### config.mk
export PLATFORM = sky130hd
export DESIGN_NAME = gpio_irq_ctrl
export DESIGN_NICKNAME = d
export VERILOG_FILES = /design/src/rtl/gpio_irq_ctrl.sv
export SDC_FILE = /design/constraint.sdc
export NUM_CORES = 1
export LEC_CHECK = 0
export BUFFER_PORTS_ARGS = -buffer_cell sky130_fd_sc_hd__buf_2
export CORE_MARGIN = 1
export CORE_UTILIZATION = 60
export DETAILED_ROUTE_END_ITERATION = 10
export PLACE_DENSITY = 0.81
export RECOVER_POWER = 50
export SLEW_MARGIN = 20
export SYNTH_ARGS = -nofsm -noshare
export SYNTH_HDL_FRONTEND = slang
export SYNTH_SLANG_ARGS = --single-unit
### constraint.sdc
create_clock -name clk -period 1.9 [get_ports clk]
set_input_delay 0 -clock clk [delete_from_list [all_inputs] [get_ports clk]]
set_output_delay 0 -clock clk [all_outputs]
set_load 0.01 [all_outputs]
### src/rtl/gpio_irq_ctrl.sv
module gpio_irq_ctrl #(
  parameter int N  = 32,
  parameter int AW = 8
) (
  input  logic          clk,
  input  logic          rst_n,
  input  logic          reg_wr,
  input  logic [AW-1:0] reg_addr,
  input  logic [N-1:0]  reg_wdata,
  output logic [N-1:0]  reg_rdata,
  input  logic [N-1:0]  pad_in,
  input  logic [N-1:0]  pad_drv,
  output logic [N-1:0]  pad_out,
  output logic [N-1:0]  pad_oe,
  output logic [N-1:0]  irq
);
  localparam int KINDS = 4;
  localparam logic [AW-1:0] A_IN   = AW'(8'h00);
  localparam logic [AW-1:0] A_IEN  = AW'(8'h04);
  localparam logic [AW-1:0] A_OEN  = AW'(8'h08);
  localparam logic [AW-1:0] A_OVAL = AW'(8'h0C);
  localparam logic [AW-1:0] A_PULL = AW'(8'h10);
  localparam logic [AW-1:0] A_INV  = AW'(8'h40);

  logic [N-1:0] in_en, out_en, out_val, pull_en, out_inv;
  logic [N-1:0] sync1, sync2, prev;
  logic [N-1:0] ie  [KINDS];
  logic [N-1:0] ip  [KINDS];
  logic [N-1:0] set [KINDS];
  logic [N-1:0] clr [KINDS];
  logic [N-1:0] raw, in_val, pend_any;

  assign pad_out = out_val ^ out_inv;
  assign pad_oe  = out_en;
  assign raw     = (out_en & pad_out) | (~out_en & ((pad_drv & pad_in) | (~pad_drv & pull_en)));
  assign in_val  = sync2 & in_en;

  assign set[0] = in_val & ~prev;
  assign set[1] = ~in_val & prev & in_en;
  assign set[2] = in_val;
  assign set[3] = ~in_val & in_en;

  always_comb begin
    irq = '0;
    pend_any = '0;
    for (int k = 0; k < KINDS; k++) begin
      clr[k] = (reg_wr && reg_addr == AW'(28 + 8 * k)) ? reg_wdata : '0;
      irq = irq | (ip[k] & ie[k]);
      pend_any = pend_any | ip[k];
    end
  end

  always_ff @(posedge clk or negedge rst_n) begin
    if (!rst_n) begin
      in_en <= '0; out_en <= '0; out_val <= '0; pull_en <= '0; out_inv <= '0;
      sync1 <= '0; sync2 <= '0; prev <= '0;
      for (int k = 0; k < KINDS; k++) begin
        ie[k] <= '0;
        ip[k] <= '0;
      end
    end else begin
      sync1 <= raw;
      sync2 <= sync1;
      prev  <= in_val;
      if (reg_wr) begin
        case (reg_addr)
          A_IEN:   in_en   <= reg_wdata;
          A_OEN:   out_en  <= reg_wdata;
          A_OVAL:  out_val <= reg_wdata;
          A_PULL:  pull_en <= reg_wdata;
          A_INV:   out_inv <= reg_wdata;
          default: ;
        endcase
      end
      for (int k = 0; k < KINDS; k++) begin
        if (reg_wr && reg_addr == AW'(24 + 8 * k)) ie[k] <= reg_wdata;
        ip[k] <= (ip[k] & ~clr[k]) | set[k];
      end
    end
  end

  always_comb begin
    reg_rdata = '0;
    case (reg_addr)
      A_IN:    reg_rdata = in_val;
      A_IEN:   reg_rdata = in_en;
      A_OEN:   reg_rdata = out_en;
      A_OVAL:  reg_rdata = out_val;
      A_PULL:  reg_rdata = pull_en;
      A_INV:   reg_rdata = out_inv;
      default: ;
    endcase
    for (int k = 0; k < KINDS; k++) begin
      if (reg_addr == AW'(24 + 8 * k)) reg_rdata = ie[k];
      if (reg_addr == AW'(28 + 8 * k)) reg_rdata = ip[k];
    end
  end

  assert_reset_clean_R1: assert property (@(posedge clk)
    $past(!rst_n) |-> (pend_any == '0 && pad_out == '0 && irq == '0));

  assert_irq_quiet_R2: assert property (@(posedge clk) disable iff (!rst_n)
    (pend_any == '0) |-> (irq == '0));

  assert_pad_steady_R4: assert property (@(posedge clk) disable iff (!rst_n)
    !reg_wr |=> $stable(pad_out) && $stable(pad_oe));

  for (genvar k = 0; k < KINDS; k++) begin : g_chk
    assert_ip_sticky_R6: assert property (@(posedge clk) disable iff (!rst_n)
      !(reg_wr && reg_addr == AW'(28 + 8 * k)) |=> ((ip[k] & $past(ip[k])) == $past(ip[k])));

    assert_ip_needs_ien_R10: assert property (@(posedge clk) disable iff (!rst_n)
      1'b1 |=> ((ip[k] & ~$past(ip[k]) & ~$past(in_en)) == '0));
  end
endmodule

==> impl_metrics.toml, run 1 <==
[floorplan]
die_x_um = 204
num_rows = 73
die_y_um = 204
io_pins = 235
dieArea_um2 = 41600
initial_core_util = 0.611
core_um2 = 40000

[outcome]
outcome = "finished with violations"
violations = "max-capacitance violations, max-slew violations, negative setup slack"

[clocking]
worst_setup_hold_path_clk_slew_ns = 0.06
cts_buffer_depth = 3
cts_root_buf = "clkbuf_16"
insertion_delay_ns = 0.62
cts_buffers = 53
cts.sinks = 512
cts_tree = "done"
h-tree-depth = 2

[drt]
routed_wirelength_um = 95700
dr.pass1.iters = 6
routed_via_density = 6.69
drc = 0
routedWlPerCell_um = 28.4
ant_nets = 0
first_iter_violations = 2531
num_vias = 22600

[sta]
finalWorstSetupSlack_ns = -0.434
relSlewSlack = -0.0599
period_share = 1.23
drv_slew = 16
rsz0062_at_grt = "true"
finalSetupViolCount = 84
tightest_slew_ns = 1.59
fmax_mhz = 428
hold_viol = 0
fin_worst_skew_ns = 0.0104
min_period_ns = 2.33

[synthesis]
yosysSeqAreaShare = 0.524
syn_avg_cell_area_um2 = 10.9
synth_nets = 2348
synth-seq-cells = 512
synth_edf_count = 0
synth_area_um2 = 24500
yosysWarnings = 0
ys_async_sr_fraction = 1.00
ys_types = 76
synth_cells = 2241
synth_top_flop_cell = "dfrtp_1"
yosysTopAreaCell = "dfrtp_1"
netlist.area_leader.share = 0.524
synth.area.top_cells = "dfrtp_1 52%, mux2_2 14%, nand2_1 5.9%, a22oi_1 3.7%, mux2i_1 2.5%"

[critical_path]
worst_ep_arrival_time_ns = 2.33
worstSetupStartpointType = "flop"
crit_type = "flop to primary output"
worst-path-max-fanout = 5
crit_family = "compound AO/OA/AOI/OAI gates"
slowest_delay_ns = 0.42
path_cells = "mux2i_1 -> o2bb2ai_1 -> a221oi_2 -> a22oi_1 -> o31a_1 -> buf_2"
cp_num_buf_inv = 1
slowest_stage = "dfrtp_1"
cp.required_ns = 1.90
worst_setup_path_end_kind = "primary output"

[place]
dpl_worst_slack_ns = -0.251
dpl-instance-area_um2 = 28100
io_buffers = 234
gp_congestion = 1.01
hpwl_um = 61200

[grt]
grt_pass1_wl_um = 140000
antenna_found_initial = 4
grt_max_degree = 96
overflow = 0
grt_usage = 0.458
first_global_vias = 23000

[power]
peakVddDrop_mv = 0.797
power_density_nw_per_um2 = 811
leakage_nw = 16.0
finalPower_mw = 26.1

[finish]
final_nets = 2906
stdcell_area_um2 = 32200
nFillCells = 2305
drive_above_1_share = 0.387
fin_util = 0.805
synthToLayoutAreaGrowth_pct = 31.6

[job]
cap_violations = 1

[worst_hold_path]
hp-class = "input port to flop"
-- state kept, by name, summed over array words and instances (netlist names) --
register / flops
ie: 128
in_en: 32
ip: 128
out_inv: 32
out_val: 32
pad_oe: 32
prev: 32
pull_en: 32
sync1: 32
sync2: 32
-- report_power, final --
part	leakage (nW)	internal (mW)	switching, mW	total, mW
Sequential	6.62	11.6	0.734	12.4
Clock	0.880	6.15	4.51	10.7
Combinational	8.50	1.40	1.66	3.06
-- cell usage after synthesis, types with 10 or more instances --
master and instances:
o211ai_1 17, a221oi_1 14, a211oi_1 10, buf_2 53, nand3_1 17, a21o_1 39, o21ai_0 118, inv_1 37
mux2i_1 60, a2111oi_0 10, dfrtp_1 512, xor2_1 32, a22o_1 41, o22ai_1 45, a22oi_1 119, nor2_1 61
nor2b_1 50, clkbuf_1 83, nand2_1 386, o221ai_1 11, mux2_2 298, a21oi_1 57
-- kinds of logic (layout without fill, tap and decap cells) --
kind of cell,Yosys count,after routing,share of synthesized area
AO/OA/AOI/OAI,549,549,0.155
flip-flops,512,512,0.524
other,0,3,0
AND/OR/NAND/NOR,596,596,0.112
XOR/XNOR,32,32,0.0115
buffers and inverters,192,794,0.0349
multiplexers,360,360,0.163
-- per-stage QoR --
stage / hold slack (ns) / cells / setup TNS, ns
2_1_floorplan: -0.296 / 2241 / 0
3_3_place_gp: -0.0633 / 3100 / -4.12
3_5_place_dp: -0.0558 / 3100 / -9.28
4_1_cts: 0.0693 / 3341 / -4.18
5_1_grt: 0.139 / 3371 / -21.40
6_report: 0.148 / 3371 / -6.50
-- worst min-delay path, cell delays in order --
cell and delay, ns:
buf_2 0.23, nand2_4 0.15, buf_4 0.18, mux2_2 0.16
-- layer usage --
| metal | vias to the layer above | part of all wire | global-route usage |
|---|---|---|---|
| li1 | 9213 | - | - |
| met1 | 11200 | 0.36 | 0.568 |
| met2 | 1653 | 0.46 | 0.714 |
| met3 | 501 | 0.11 | 0.120 |
| met4 | 2 | 0.071 | 0.297 |
| met5 | - | 0.00014 | 0 |
-- cells in the final DEF (no fill, tap or decap), types with 7 or more instances in the layout --
master and count:
o21ai_0 92, mux2_2 290, nand2_2 8, inv_1 33, a22oi_1 98, clkbuf_8 17, a21oi_2 11, a21oi_1 44
nor2b_1 47, dfrtp_1 507, a22oi_2 21, and3_1 9, nand2b_1 9, o21ai_1 21, a221oi_2 7, buf_2 228
a21o_1 39, o221ai_1 8, buf_6 12, xor2_1 32, clkinv_2 8, nand3_1 13, o21ai_2 9, clkbuf_16 54
a22o_1 41, buf_12 41, o22ai_2 13, nand2_1 379, nor2_1 56, buf_4 269, o211ai_1 17, clkbuf_1 18
mux2_4 8, dlygate4sd3_1 97, o22ai_1 32, mux2i_1 54
-- what timing repair did --
item	in CTS	in global routing
hold buffers	98	0
endpoints found under the setup margin	32	32
resized for setup	140	78
pin swaps	82	55
setup buffers	50	27
endpoints found under the hold margin	960	0
-- cell type report --
type	count	area (um2)	area share
timing repair buffer	658	5160	0.160
sequential	512	12800	0.398
antenna	3	7.51	0.000233
inverter	37	139	0.00431
tap	525	657	0.0204
clock buffer	86	1630	0.0507
multi-input combinational	1537	11600	0.361
clock inverter	13	145	0.00451
-- final timing paths --
check	cells after the start	start	slack (ns)	to
setup / recovery	6	pad_oe[19]	-0.43	reg_rdata[19]
hold / removal	4	reg_wr	0.15	ie[125]
setup reg to reg	5	pull_en[0]	0.19	sync1[0]
hold reg to reg	0	sync1[27]	0.34	sync2[27]
max in group asynchronous	3	rst_n	-0.09	ip[55]
min in group asynchronous	3	rst_n	1.05	ip[38]
(Power assumes the default switching activity.)
==> inputs of run 2 (changes only) <==
--- a/config.mk
+++ b/config.mk
@@ -7,9 +7,9 @@
 export LEC_CHECK = 0
 export BUFFER_PORTS_ARGS = -buffer_cell sky130_fd_sc_hd__buf_2
 export CORE_MARGIN = 1
-export CORE_UTILIZATION = 60
+export CORE_UTILIZATION = 45
 export DETAILED_ROUTE_END_ITERATION = 10
-export PLACE_DENSITY = 0.81
+export MAX_ROUTING_LAYER = met4
 export RECOVER_POWER = 50
 export SLEW_MARGIN = 20
 export SYNTH_ARGS = -nofsm -noshare
==> run 2 against run 1 <==
Against the previous run:
- design area grew 1.6%
- sequential share of layout area shrank 0.64 points
- clock skew grew 0.013 ns
- the flow still finishes with violations (max-capacitance violations, max-slew violations, negative setup slack)
- core utilization shrank 20 points
- critical endpoint is now reg_rdata[0]
- critical path type is now input port to primary output
- critical path depth grew 3
- global-route usage shrank 9.8 points
==> impl_metrics.toml, run 2 (synthesis results as in run 1) <==
[grt]
grt_pass1_wl_um = 143000
overflow = 0
antenna_found_initial = 3
grt_max_degree = 61
first_global_vias = 21700
grt_usage = 0.360

[sta]
tightest_slew_ns = 1.54
fin_hold_ws_ns = 0.0967
hold_viol = 0
rsz0062_at_grt = "true"
finalWorstSetupSlack_ns = -0.400
fin_worst_skew_ns = 0.0234
relSlewSlack = -0.0253
finalSetupViolCount = 97
drv_slew = 30
fmax_mhz = 435
period_share = 1.21
min_period_ns = 2.30

[critical_path]
worst_ep_arrival_time_ns = 2.30
slowest_delay_ns = 0.70
slowest_stage = "clkbuf_1"
worstSetupStartpointType = "input port"
cp.required_ns = 1.90
crit_type = "input port to primary output"
worst_setup_path_end_kind = "primary output"
worst-path-max-fanout = 10
path_cells = "clkbuf_4 -> buf_4 -> and4bb_1 -> clkbuf_1 -> a22oi_1 -> o221ai_1 -> o21ai_2 -> o31ai_4 -> buf_2"

[clocking]
cts_root_buf = "clkbuf_16"
insertion_delay_ns = 0.61
cts_tree = "done"
worst_setup_hold_path_clk_slew_ns = 0.05
cts.sinks = 512
h-tree-depth = 2
cts_buffer_depth = 3
cts_buffers = 55

[finish]
nFillCells = 4440
final_common_cell = "dfrtp_1"
ff_latch_area_um2 = 12800
synthToLayoutAreaGrowth_pct = 33.7
final_nets = 2938
fin_util = 0.608
multi_input_area_um2 = 11600
top_regs = "ie (128), ip (128)"
drive_above_1_share = 0.390
layout_common_cells = "507 x dfrtp_1, 381 x nand2_1, 295 x buf_4"

[place]
gp_congestion = 0.995
hpwl_um = 66900
dpl_worst_slack_ns = -0.367
io_buffers = 234

[worst_hold_path]
hp-class = "input port to flop"

[power]
power_frac_seq = 0.463
power_frac_comb = 0.115
clkPwrFrac = 0.421
internal_power_mw = 19.7
power_density_nw_per_um2 = 814
power.switching_mw = 6.94
leakage_nw = 16.2
peakVddDrop_mv = 0.717
swShare = 0.261

[outcome]
outcome = "finished with violations"
violations = "max-capacitance violations, max-slew violations, negative setup slack"

[drt]
routedWlPerCell_um = 27.2
routed_via_density = 6.03
first_iter_violations = 2182
routed_wirelength_um = 97200
num_vias = 21500
ant_nets = 0
drc = 0
dr.pass1.iters = 6

[floorplan]
die_y_um = 235
initial_core_util = 0.455
die_x_um = 235
dieArea_um2 = 55300
io_pins = 235
core_um2 = 53800
num_rows = 85

[job]
cap_violations = 1
==> run 2: cell count changes in the layout (fill, tap and decap cells not counted), moves of 4 or more <==
| cell | before | now |
|---|---|---|
| buf_2 | 228 | 216 |
| buf_4 | 269 | 295 |
| clkbuf_4 | 2 | 6 |
| clkinv_2 | 8 | 14 |
==> run 2: worst paths after layout <==
path | startpoint | endpoint | slack, ns | cells after the start
setup / recovery | reg_addr[2] | reg_rdata[0] | -0.40 | 9
hold reg to reg | sync1[7] | sync2[7] | 0.35 | 0
setup reg to reg | pull_en[19] | sync1[19] | 0.31 | 3
hold / removal | reg_wr | ie[64] | 0.1 | 4
min in group asynchronous | rst_n | ie[79] | 0.89 | 3
max in group asynchronous | rst_n | pad_oe[19] | -0.10 | 4
==> run 2: worst max-delay path: cells and delay by family <==
kind / cells / cell delay [ns]
AOI/OAI and AO/OA: 4 / 0.61
and+or+nand+nor: 1 / 0.31
buffers and inverters: 4 / 1.35
==> run 2: timing repair <==
item                                   in CTS  in global routing
hold buffers                               99                  0
setup endpoints to repair                  32                 32
pin swaps                                  83                 76
buffers inserted                           53                 26
endpoints found under the hold margin     960                  0
resized for setup                         132                 84
==> run 2: stage by stage <==
step	cells	instance area, um2	total power, mW	setup TNS [ns]
detailed placement	3299	28500	15.2	-27.54
CTS	3545	32200	26.6	-4.98
finish	3572	32700	26.6	-10.14
floorplan	2241	24500	13.6	0
global placement	3299	28500	15.1	-25.10
global route	3572	32700	27.5	-54.28
==> run 2: power by group through the flow <==
stage / Combinational, mW / Sequential [mW] / Clock (mW)
6_report: 3.07 / 12.3 / 11.2
3_5_place_dp: 2.67 / 12.5 / 0
4_1_cts: 2.99 / 12.3 / 11.3
2_1_floorplan: 1.35 / 12.3 / 0
3_3_place_gp: 2.62 / 12.5 / 0
5_1_grt: 3.29 / 12.4 / 11.8
==> run 2: layer usage <==
metal  global-route usage  routed length [um]
met2                0.554               44900
met1                0.479               41200
met4                0.157                4520
met3               0.0490                6650
met5                    -                   0
==> run 2: cell type report <==
cell class | instances | share of cell area
Sequential cell | 512 | 0.392
Multi-Input combinational cell | 1537 | 0.354
Timing Repair Buffer | 688 | 0.165
Clock buffer | 77 | 0.0495
Tap cell | 696 | 0.0266
Clock inverter | 23 | 0.00842
Inverter | 37 | 0.00436
Antenna cell | 2 | 0.000153
